### config.mk
export PLATFORM = sky130hd
export DESIGN_NAME = bw_tracker
export DESIGN_NICKNAME = d
export VERILOG_FILES = /design/src/rtl/bw_pkg.sv /design/src/rtl/bw_win_timer.sv /design/src/rtl/bw_thresh.sv /design/src/rtl/bw_classify.sv /design/src/rtl/bw_tracker.sv
export SDC_FILE = /design/constraint.sdc
export NUM_CORES = 1
export LEC_CHECK = 0
export ABC_AREA = 1
export CAP_MARGIN = 40
export CORE_AREA = 2 2 104 106
export CTS_CLUSTER_SIZE = 20
export DETAILED_ROUTE_END_ITERATION = 16
export DIE_AREA = 0 0 106 108
export GPL_TIMING_DRIVEN = 0
export MAX_ROUTING_LAYER = met4
export PLACE_DENSITY = 0.51
export REMOVE_ABC_BUFFERS = 1
export SYNTH_ARGS = -nofsm -noshare
export SYNTH_HDL_FRONTEND = slang
export SYNTH_HIERARCHICAL = 1
export SYNTH_SLANG_ARGS = --single-unit
### constraint.sdc
create_clock -name clk -period 3.49 [get_ports clk]
set_input_delay 0.5235 -clock clk [delete_from_list [all_inputs] [get_ports clk]]
set_output_delay 0.5235 -clock clk [all_outputs]
set_load 0.02 [all_outputs]
### src/rtl/bw_pkg.sv
package bw_pkg;
    typedef enum logic [1:0] {
        LVL_Q0 = 2'd0,
        LVL_Q1 = 2'd1,
        LVL_Q2 = 2'd2,
        LVL_Q3 = 2'd3
    } lvl_e;
endpackage

### src/rtl/bw_win_timer.sv
module bw_win_timer #(
    parameter int TRC_W = 8
) (
    input  logic             clk,
    input  logic             rst_n,
    input  logic [TRC_W-1:0] cfg_trc,
    output logic             win_end
);
    localparam int TW = TRC_W + 2;
    localparam logic [TW-1:0] ONE = 1;

    typedef struct packed {
        logic [TW-1:0] tick;
    } tmr_t;

    tmr_t tmr_d, tmr_q;
    logic [TW-1:0] win_len;

    always_comb begin
        win_len = {cfg_trc, 2'b00};
        win_end = (tmr_q.tick == win_len - ONE);
        tmr_d   = tmr_q;
        if (win_end) tmr_d.tick = '0;
        else         tmr_d.tick = tmr_q.tick + ONE;
    end

    always_ff @(posedge clk) begin
        if (!rst_n) tmr_q <= '0;
        else        tmr_q <= tmr_d;
    end
endmodule

### src/rtl/bw_thresh.sv
module bw_thresh #(
    parameter int CNT_W = 12
) (
    input  logic [CNT_W-1:0] peak,
    output logic [CNT_W-1:0] th_lo,
    output logic [CNT_W-1:0] th_mid,
    output logic [CNT_W-1:0] th_top
);
    always_comb begin
        th_lo  = peak >> 2;
        th_mid = peak >> 1;
        th_top = th_mid + th_lo;
    end
endmodule

### src/rtl/bw_classify.sv
module bw_classify #(
    parameter int CNT_W = 12
) (
    input  logic [CNT_W-1:0] val,
    input  logic [CNT_W-1:0] th_lo,
    input  logic [CNT_W-1:0] th_mid,
    input  logic [CNT_W-1:0] th_top,
    output bw_pkg::lvl_e     level,
    output logic             high
);
    always_comb begin
        high = (val > th_top);
        if (high)              level = bw_pkg::LVL_Q3;
        else if (val > th_mid) level = bw_pkg::LVL_Q2;
        else if (val > th_lo)  level = bw_pkg::LVL_Q1;
        else                   level = bw_pkg::LVL_Q0;
    end
endmodule

### src/rtl/bw_tracker.sv
module bw_tracker #(
    parameter int CNT_W = 12,
    parameter int TRC_W = 8
) (
    input  logic             clk,
    input  logic             rst_n,
    input  logic             cas_strobe,
    input  logic [TRC_W-1:0] cfg_trc,
    input  logic [CNT_W-1:0] cfg_peak,
    output logic [1:0]       level_o,
    output logic             high_o
);
    localparam logic [CNT_W-1:0] CNT_MAX = '1;
    localparam logic [CNT_W-1:0] ONE     = 1;

    typedef struct packed {
        logic [CNT_W-1:0] cnt;
        bw_pkg::lvl_e     level;
        logic             high;
    } trk_t;

    trk_t state_d, state_q;

    logic             win_end;
    logic [CNT_W-1:0] th_lo, th_mid, th_top;
    logic [CNT_W-1:0] cnt_inc;
    logic [CNT_W-1:0] act_cnt;
    bw_pkg::lvl_e     cls_level;
    logic             cls_high;

    bw_win_timer #(.TRC_W(TRC_W)) u_timer (
        .clk     (clk),
        .rst_n   (rst_n),
        .cfg_trc (cfg_trc),
        .win_end (win_end)
    );

    bw_thresh #(.CNT_W(CNT_W)) u_thresh (
        .peak   (cfg_peak),
        .th_lo  (th_lo),
        .th_mid (th_mid),
        .th_top (th_top)
    );

    bw_classify #(.CNT_W(CNT_W)) u_cls (
        .val    (cnt_inc),
        .th_lo  (th_lo),
        .th_mid (th_mid),
        .th_top (th_top),
        .level  (cls_level),
        .high   (cls_high)
    );

    always_comb begin
        state_d = state_q;
        if (cas_strobe && (state_q.cnt != CNT_MAX)) cnt_inc = state_q.cnt + ONE;
        else                                       cnt_inc = state_q.cnt;
        if (win_end) begin
            state_d.cnt   = cnt_inc >> 1;
            state_d.level = cls_level;
            state_d.high  = cls_high;
        end else begin
            state_d.cnt   = cnt_inc;
        end
    end

    always_ff @(posedge clk) begin
        if (!rst_n) begin
            state_q.cnt   <= '0;
            state_q.level <= bw_pkg::LVL_Q0;
            state_q.high  <= 1'b0;
        end else begin
            state_q <= state_d;
        end
    end

    assign act_cnt = state_q.cnt;
    assign level_o = state_q.level;
    assign high_o  = state_q.high;
endmodule

Yosys cells after proc, flatten, opt, wreduce, memory -nomap -nowiden:

Index checks and enable logic that the tools add are counted.

* $add $sub $neg: 4
* $lt $le $gt $ge: 3
* equality and inequality tests: 2
* muxes and demuxes: 5
* bitwise operators: 1
* reductions and logical operators: 2

Operator list (count)
* 11-bit by 10-bit adder with 12-bit output: 1
* 12-bit by 1-bit adder with 12-bit output, second input constant: 1
* 12-bit by 10-bit greater-than comparator with 1-bit output: 1
* 12-bit by 11-bit greater-than comparator with 1-bit output: 1
* 12-bit greater-than comparator: 1
* 12-bit 2-to-1 mux: 1
* 12-bit != test, second input constant: 1
* 11-bit 2-to-1 mux: 1
* 10-bit by 1-bit adder with 10-bit output, second input constant: 1
* 10-bit equality test: 1
* 10-bit by 1-bit subtractor with 10-bit output, second input constant: 1
* 2-bit 2-to-1 mux: 2
* 2-bit OR reduction: 1
* 1-bit logical AND: 1
* 1-bit 2-to-1 mux: 1
* 1-bit NOT: 1

* bits in registers: 25
* input port bits: 23
* logic and storage cells: 22

Depth between registers and ports, before layout:

Gate-level depths: netlist of run 1.

* depth after elaboration: 7
* mapped depth: 20
* mapped depth without buffers: 20

Hierarchy:

Netlist of run 1, hierarchy kept.

Modules (own cells, without submodules)
* bw_tracker: times used 1, cells each 157, area an instance 1031.0 um^2, sequential area each 300.3 um^2
* bw_classify: times used 1, cells each 160, area an instance 993.5 um^2, sequential area each 0.0 um^2
* bw_thresh: times used 1, cells each 133, area an instance 778.2 um^2, sequential area each 0.0 um^2
* bw_win_timer: times used 1, cells each 106, area an instance 705.7 um^2, sequential area each 200.2 um^2

Worst setup path before layout of run 1:

Ideal clock, no wire load.

* kind: input to register
* from: input cfg_peak[1]
* to: register state_q (netlist bit level_o[0])
* library setup time: 0.117 ns
* arrival: 2.496 ns
* data required time: 3.373 ns
* slack: 0.878 ns
* cell stages on the path: 15
* buffers on the path: 0
* cells stage by stage: ha_1 -> fa_1 -> nand2_1 -> nand3_1 -> nand3_1 -> nand3_1 -> nand2_1 -> inv_1 -> ha_1 -> nand2_1 -> nor3_2 -> nand4_1 -> nand2_1 -> nand2_1 -> a22o_1

* cells in the longest elaborated chain, start to end: 3
* elaborated cells between the ends (all ways): 5
* classes of those cells: add/sub (1); order compare (2); mux (2)

Ends and longest elaborated chain
* start: declaration: RTL line bw_tracker.sv:9 `input logic [CNT_W-1:0] cfg_peak,`
* 11-bit by 10-bit adder with 12-bit output: RTL line bw_thresh.sv:12 `th_top = th_mid + th_lo;`
* via th_top[8]: RTL line bw_tracker.sv:25 `logic [CNT_W-1:0] th_lo, th_mid, th_top;`
* 12-bit greater-than comparator: RTL line bw_classify.sv:12 `high = (val > th_top);`
* 2-bit 2-to-1 mux: RTL line bw_classify.sv:13 `if (high) level = bw_pkg::LVL_Q3;`
* via cls_level[0]: RTL line bw_tracker.sv:28 `bw_pkg::lvl_e cls_level;`
* end signal: assignment: RTL line bw_tracker.sv:73 `state_q <= state_d;`
* end: declaration: RTL line bw_tracker.sv:22 `trk_t state_d, state_q;`

The timed path passes the listed nets, and every way through them passes these cells.
A chain may end at the register's enable or synchronous reset.

Worst setup path after layout of run 1:

* from: input cas_strobe
* to: register state_q (netlist bit level_o[0])

* cells in the longest elaborated chain, start to end: 6
* elaborated cells between the ends (all ways): 8
* classes of those cells: order compare (3); mux (4); reduce/logical (1)

Ends and longest elaborated chain
* start: declaration: RTL line bw_tracker.sv:7 `input logic cas_strobe,`
* 1-bit logical AND *: RTL line bw_tracker.sv:56 `if (cas_strobe && (state_q.cnt != CNT_MAX)) cnt_inc = state_q.cnt + ONE;`
* 12-bit 2-to-1 mux *: RTL line bw_tracker.sv:56
* via cnt_inc[10]: RTL line bw_tracker.sv:26 `logic [CNT_W-1:0] cnt_inc;`
* 12-bit by 10-bit greater-than comparator with 1-bit output: RTL line bw_classify.sv:15 `else if (val > th_lo) level = bw_pkg::LVL_Q1;`
* 1-bit 2-to-1 mux: RTL line bw_classify.sv:15
* 2-bit 2-to-1 mux: RTL line bw_classify.sv:14 `else if (val > th_mid) level = bw_pkg::LVL_Q2;`
* 2-bit 2-to-1 mux *: RTL line bw_classify.sv:13
* via cls_level[0]: RTL line bw_tracker.sv:28

The timed path passes the listed nets; every way through them passes the cells marked *.

==> results.md, run 1 <==
* Status: finished, final reports clean
* Io pins at 26
* FF+latch count, synth at 25
* Largest net degree at the start of global routing at 20
* Cell area power density at 194 nW/um2
* Critical Path, Cell by Cell: clkdlybuf4s50_1, inv_1, nor3_4, nand4_2, and2_1, ha_1, nand4_1, nor2_1, nand2_1, nand3_1, nand2_1, nand2_1, nand2_1, a22o_1
* DIE AREA at 11400 um2
* Most used cell along the critical path: nand2_1
* Setup Fix Bufs, Post-CTS at 0
* Setup crit start kind: input port
* Clk_skew at 0.00550 ns
* Critical Path RT at 3.66 ns
* Maximum vdd drop at 0.117 mV
* DRT iter0 DRCs at 123
* Nets at 635
* Setup TNS at 0 ns
* Final Hold Fails at 0
* RSZ-0062 raised after global routing: false
* Total number of vias at 3084
* DRC at 0
* Maxcap violations at 0
* Final HPWL DP at 6060 um
* Synth warn at 6
* Sequential area share after synthesis at 14.3%
* Wire per inst at 10.3 um
* Crit Path Max Fanout at 8
* Compound-Gate Fraction of Synth Area at 5.03%
* Initial Util at 34.3%
* Avg Inst Size Synth at 6.31 um2
* Die X at 106 um
* Worst-path clk slew at 0.09 ns
* Post-Synthesis Cells at 556
* Grt total ovfl at 0
* Hold slack at 0.454 ns
* Max Root-Sink Buffers at 2
* Clock Latency Late Sink at 0.28 ns
* Antenna cells at 0
* Core footprint at 10200 um2
* Vias in the first global route at 2953
* Vias per inst at 4.44
* Total GRT Usage at 13.6%
* Antenna Nets Post-Route at 0
* Leakage at 2.07 nW
* Port Buffers at 24
* XOR/XNOR Fraction of Synth Area at 4.24%
* Simple-Gate Fraction of Synth Area at 40.3%
* Share of layout cells above drive strength 1 at 9.30%
* Cell variety after synth at 36
* Worst Hold Class: register to register
* Mux cell area share after synthesis at 0%
* Crit end category: register
* Sink Count at 25
* Hold Buf Count CTS at 0
* Drt total wl at 7180 um
* Critical path's slowest cell: clkdlybuf4s50_1
* Clock root buffer: clkbuf_8
* Fin crit share at 91.0%
* Final Setup Violations at 0
* Critical path data arrival time at 3.35 ns
* Post-CTS sizing at 0
* Adder-cell share of the synthesized area at 18.8%
* Area grow syn2layout at 7.92%
* Total power at 0.735 mW
* Final slew viol count at 0
* Initial antenna violation count at 0
* Pre-antenna DRT Iters at 4
* Final worst path period need at 3.17 ns
* First-pass GRT wire length at 12800 um
* Inserted Clock Buffers at 3
* Max frequency at 315 MHz
* Die Ht at 108 um
* Final Wtd Congestion at 0.801
* Main combinational cell family by area after synthesis: simple AND/OR/NAND/NOR gates
* Crit path kind: input port to register
* CTS tree: done
* Row Count at 37
* CP max stage delay at 0.68 ns
* H-Tree Depth at 1
* Mapped cell area at 3510 um2
-- metrics by stage --
step	setup slack [ns]	instance area (um2)	cells	utilization (%)
after floorplan	0.878	3310	530	-
after global placement	-0.192	3720	690	36.3
after detailed placement	-0.143	3720	691	36.4
after CTS	0.144	3770	695	36.9
after global routing	0.0720	3790	695	37.0
final	0.316	3790	695	37.0
-- layer usage --
| metal | up-vias | global-route usage, % | routed length [um] |
|---|---|---|---|
| met5 | - | - | 0 |
| met4 | 0 | 1.13 | 27 |
| met3 | 5 | 1.81 | 177 |
| met2 | 31 | 23.8 | 3270 |
| met1 | 1336 | 17.6 | 3710 |
| li1 | 1712 | - | - |
-- critical path: cells and delay by family --
family	cells	cell delay, ns
adders and majority gates	1	0.31
buffers and inverters	2	0.84
AOI/OAI and AO/OA	1	0.22
and+or+nand+nor	10	1.47
-- area by class of cell --
cell class	instances	area, um2
well taps	136	170
multi-input cells	399	2420
flip-flops and latches	25	500
inverters	106	398
fillers	1150	6440
clock buffers	3	41.3
clock inverters	1	7.51
repair buffers	25	253
-- cell families after synthesis --
family	after synthesis
other	1
buffers and inverters	134
AO/OA/AOI/OAI	28
adder cells (fa/ha/maj)	52
XOR/XNOR	17
flip-flops	25
AND/OR/NAND/NOR	299
-- placed cells by master (no fill, tap or decap), types with 2 or more instances in the layout --
cell type          n
xnor2_1            4
nor2_4             2
inv_2              3
nor3_2             3
nand4_1           11
xor2_1            13
nand2_2           10
nand4_2            3
dlymetal6s2s_1     2
nor3_1             2
clkdlybuf4s50_1   22
a22o_1             3
a21oi_1           17
clkbuf_8           3
and2_1             6
nand3_1           44
dfxtp_1           25
nand2_1          153
ha_1              50
nor2_1            41
inv_1            102
o21ai_1            3
nand3_2            8
conb_1             3
nor2_2            12
-- registers in the layout (all words and copies together) (netlist names) --
| register | cells |
|---|---|
| level_o | 2 |
| act_cnt | 12 |
| u_timer/tmr_q | 10 |
| high_o | 1 |
-- power by group --
group	switching, mW	internal (mW)	total, mW
clock	0.0979	0.0811	0.179
sequential	0.00417	0.290	0.294
combinational	0.154	0.108	0.261
-- Yosys cell counts, drive strengths merged --
cell | count | area (um2)
and2 | 6 | 37.5
clkinv | 1 | 3.75
nor3 | 6 | 51.3
nand2 | 163 | 637
conb | 1 | 3.75
xor2 | 13 | 114
buf | 28 | 209
inv | 105 | 394
nor2 | 55 | 251
o21ai | 3 | 15.0
fa | 1 | 20.0
o21bai | 2 | 26.3
dfxtp | 25 | 500
nand3 | 53 | 318
nand4 | 14 | 106
a21o | 1 | 7.51
ha | 51 | 638
xnor2 | 4 | 35.0
a21oi | 18 | 93.8
or2 | 2 | 12.5
a22o | 3 | 26.3
o21a | 1 | 7.51
-- worst paths after layout --
check,start,endpoint,slack (ns),cells past startpoint
max,cas_strobe,level_o[0]$_SDFFE_PN0P_,0.32,14
min,u_timer/tmr_q[0]$_SDFF_PP0_,u_timer/tmr_q[0]$_SDFF_PP0_,0.45,1
max reg2reg,act_cnt[0]$_SDFF_PN0_,level_o[0]$_SDFFE_PN0P_,0.67,16
min reg2reg,u_timer/tmr_q[0]$_SDFF_PP0_,u_timer/tmr_q[0]$_SDFF_PP0_,0.45,1
Power figures use the tool's default switching activity.
==> run 2, diff against run 1 <==
- REMOVE_ABC_BUFFERS: 1 -> not set
==> run 2 against run 1 <==
Against the previous run: sequential share of layout area shrank 0.61 points; core utilization grew 1.8 points; first-iteration DRC count shrank 32%; highest routed layer unchanged.
==> results.md, run 2 (synthesis gave the netlist of run 1 again) <==
* Largest net degree at the start of global routing at 16
* Die Ht at 108 um
* Worst hold path stage count at 1
* CP max stage delay at 0.59 ns
* Cell Count, Final, Fillers Out at 721
* DRC at 0
* Hold Buf Count CTS at 0
* Fin crit share at 92.1%
* Antenna Nets Post-Route at 0
* Share of layout cells above drive strength 1 at 13.3%
* Drt total wl at 7400 um
* RSZ-0062 raised after global routing: false
* Setup crit start kind: input port
* Total power at 0.756 mW
* Total GRT Usage at 14.3%
* Crit end category: register
* First-pass GRT wire length at 13300 um
* Clock Latency Late Sink at 0.27 ns
* Final Wtd Congestion at 0.823
* DP Area at 3920 um2
* FILL cells at 1085
* Switch share at 34.6%
* Post-Layout Inst Area at 3970 um2
* Leakage at 2.19 nW
* Row Count at 37
* Port Buffers at 23
* Vias in the first global route at 3070
* Final slew viol count at 0
* CTS tree: done
* Wire per inst at 10.3 um
* Nets at 661
* Pre-antenna DRT Iters at 4
* Cell area power density at 190 nW/um2
* Flop pwr share at 38.9%
* Worst r2r path cells at 16
* Crit path kind: input port to register
* Cell count after placement at 717
* H-Tree Depth at 1
* Most used cell along the critical path: nand2_1
* Psw at 0.261 mW
* Setup Fix Bufs, Post-CTS at 0
* Core footprint at 10200 um2
* Most common cell after layout, fill and taps aside: nand2_1
* Io pins at 26
* Grt total ovfl at 0
* Initial antenna violation count at 0
* Max frequency at 311 MHz
* Clk network pwr share at 23.8%
* Maxcap violations at 0
* Antenna cells at 0
* Worst-path clk slew at 0.10 ns
* Final Setup Violations at 0
* Final worst path period need at 3.21 ns
* Vias per inst at 4.36
* Crit Path Max Fanout at 6
* Final Hold Fails at 0
* Most frequent cells in the layout: 153 x nand2_1, 102 x inv_1, 50 x ha_1
* Status: finished, final reports clean
* Critical Path, Cell by Cell: clkdlybuf4s50_1, inv_1, ha_1, inv_1, nand2_1, nor2_1, nand3_1, nand3_1, nand2_1, nand2_1, inv_1, ha_1, nand2_1, nor3_2, nand4_1, nand2_1, nand2_1, a22o_1
* Maximum vdd drop at 0.126 mV
* Critical path data arrival time at 3.39 ns
* Multi-input combinational cell area at 2410 um2
* Worst Hold Class: register to register
* Total number of vias at 3145
* DRT iter0 DRCs at 84
* Final HPWL DP at 6410 um
* Die X at 106 um
* Clk_skew at 0.00780 ns
* Area grow syn2layout at 13.2%
* Combinational share of power at 37.3%
* Initial Util at 34.3%
* FF+latch area at 500 um2
* Inserted Clock Buffers at 3
* Int Power at 0.495 mW
* Clock root buffer: clkbuf_8
* DIE AREA at 11400 um2
* Largest register FFs at 12
* Sink Count at 25
* Max Root-Sink Buffers at 2
* Critical path's slowest cell: clkdlybuf4s50_1
* Utilization after layout at 38.8%
* Critical Path RT at 3.67 ns
==> run 2: power groups by stage <==
stage	Combinational (mW)	Clock, mW	Sequential, mW
after global placement	0.277	0	0.301
final	0.282	0.180	0.294
after floorplan	0.207	0	0.300
after global routing	0.328	0.201	0.295
after detailed placement	0.283	0	0.301
after CTS	0.285	0.188	0.294
==> run 2: worst paths after layout <==
check                                                 start                          end  slack (ns)
worst max-delay path                           cfg_peak[10]      level_o[1]$_SDFFE_PN0P_        0.28
worst min-delay path            u_timer/tmr_q[0]$_SDFF_PP0_  u_timer/tmr_q[0]$_SDFF_PP0_        0.45
worst max register to register        act_cnt[0]$_SDFF_PN0_      level_o[1]$_SDFFE_PN0P_        0.62
worst min register to register  u_timer/tmr_q[0]$_SDFF_PP0_  u_timer/tmr_q[0]$_SDFF_PP0_        0.45
==> run 2: stage by stage <==
| stage | setup slack, ns | TNS [ns] | hold slack [ns] |
|---|---|---|---|
| after floorplan | 0.878 | 0 | 0.418 |
| after global placement | -0.161 | -0.450 | 0.433 |
| after detailed placement | -0.208 | -0.576 | 0.444 |
| after CTS | 0.0772 | 0 | 0.460 |
| after global routing | 0.00289 | 0 | 0.489 |
| final | 0.275 | 0 | 0.453 |
==> run 2: cell type report <==
cell class	count	share of cell area, %
Clock inverter	1	0.189
Multi-Input combinational cell	399	60.7
Inverter	106	10.0
Tap cell	136	4.29
Buffer	28	5.26
Timing Repair Buffer	23	5.86
Sequential cell	25	12.6
Clock buffer	3	1.04
==> run 2: metal layers <==
| metal | part of all wire (%) | vias to the layer above | track usage [%] |
|---|---|---|---|
| met5 | 0 | - | - |
| met4 | 0.54 | 0 | 2.54 |
| met2 | 47 | 22 | 25.0 |
| met3 | 1.1 | 2 | 0.784 |
| met1 | 51 | 1359 | 18.5 |
| li1 | - | 1762 | - |
==> run 2: timing repair <==
item / 4_1_cts / 5_1_grt
hold endpoints to repair: 0 / 0
setup endpoints to repair: 0 / 3
gates resized for setup: 0 / 2
==> run 2: critical path, delay by kind of cell <==
kind                     cells  cell delay (ns)
AO/OA/AOI/OAI                1             0.23
adder cells (fa/ha/maj)      2             0.60
AND/OR/NAND/NOR             11             1.22
buffers and inverters        4             0.82
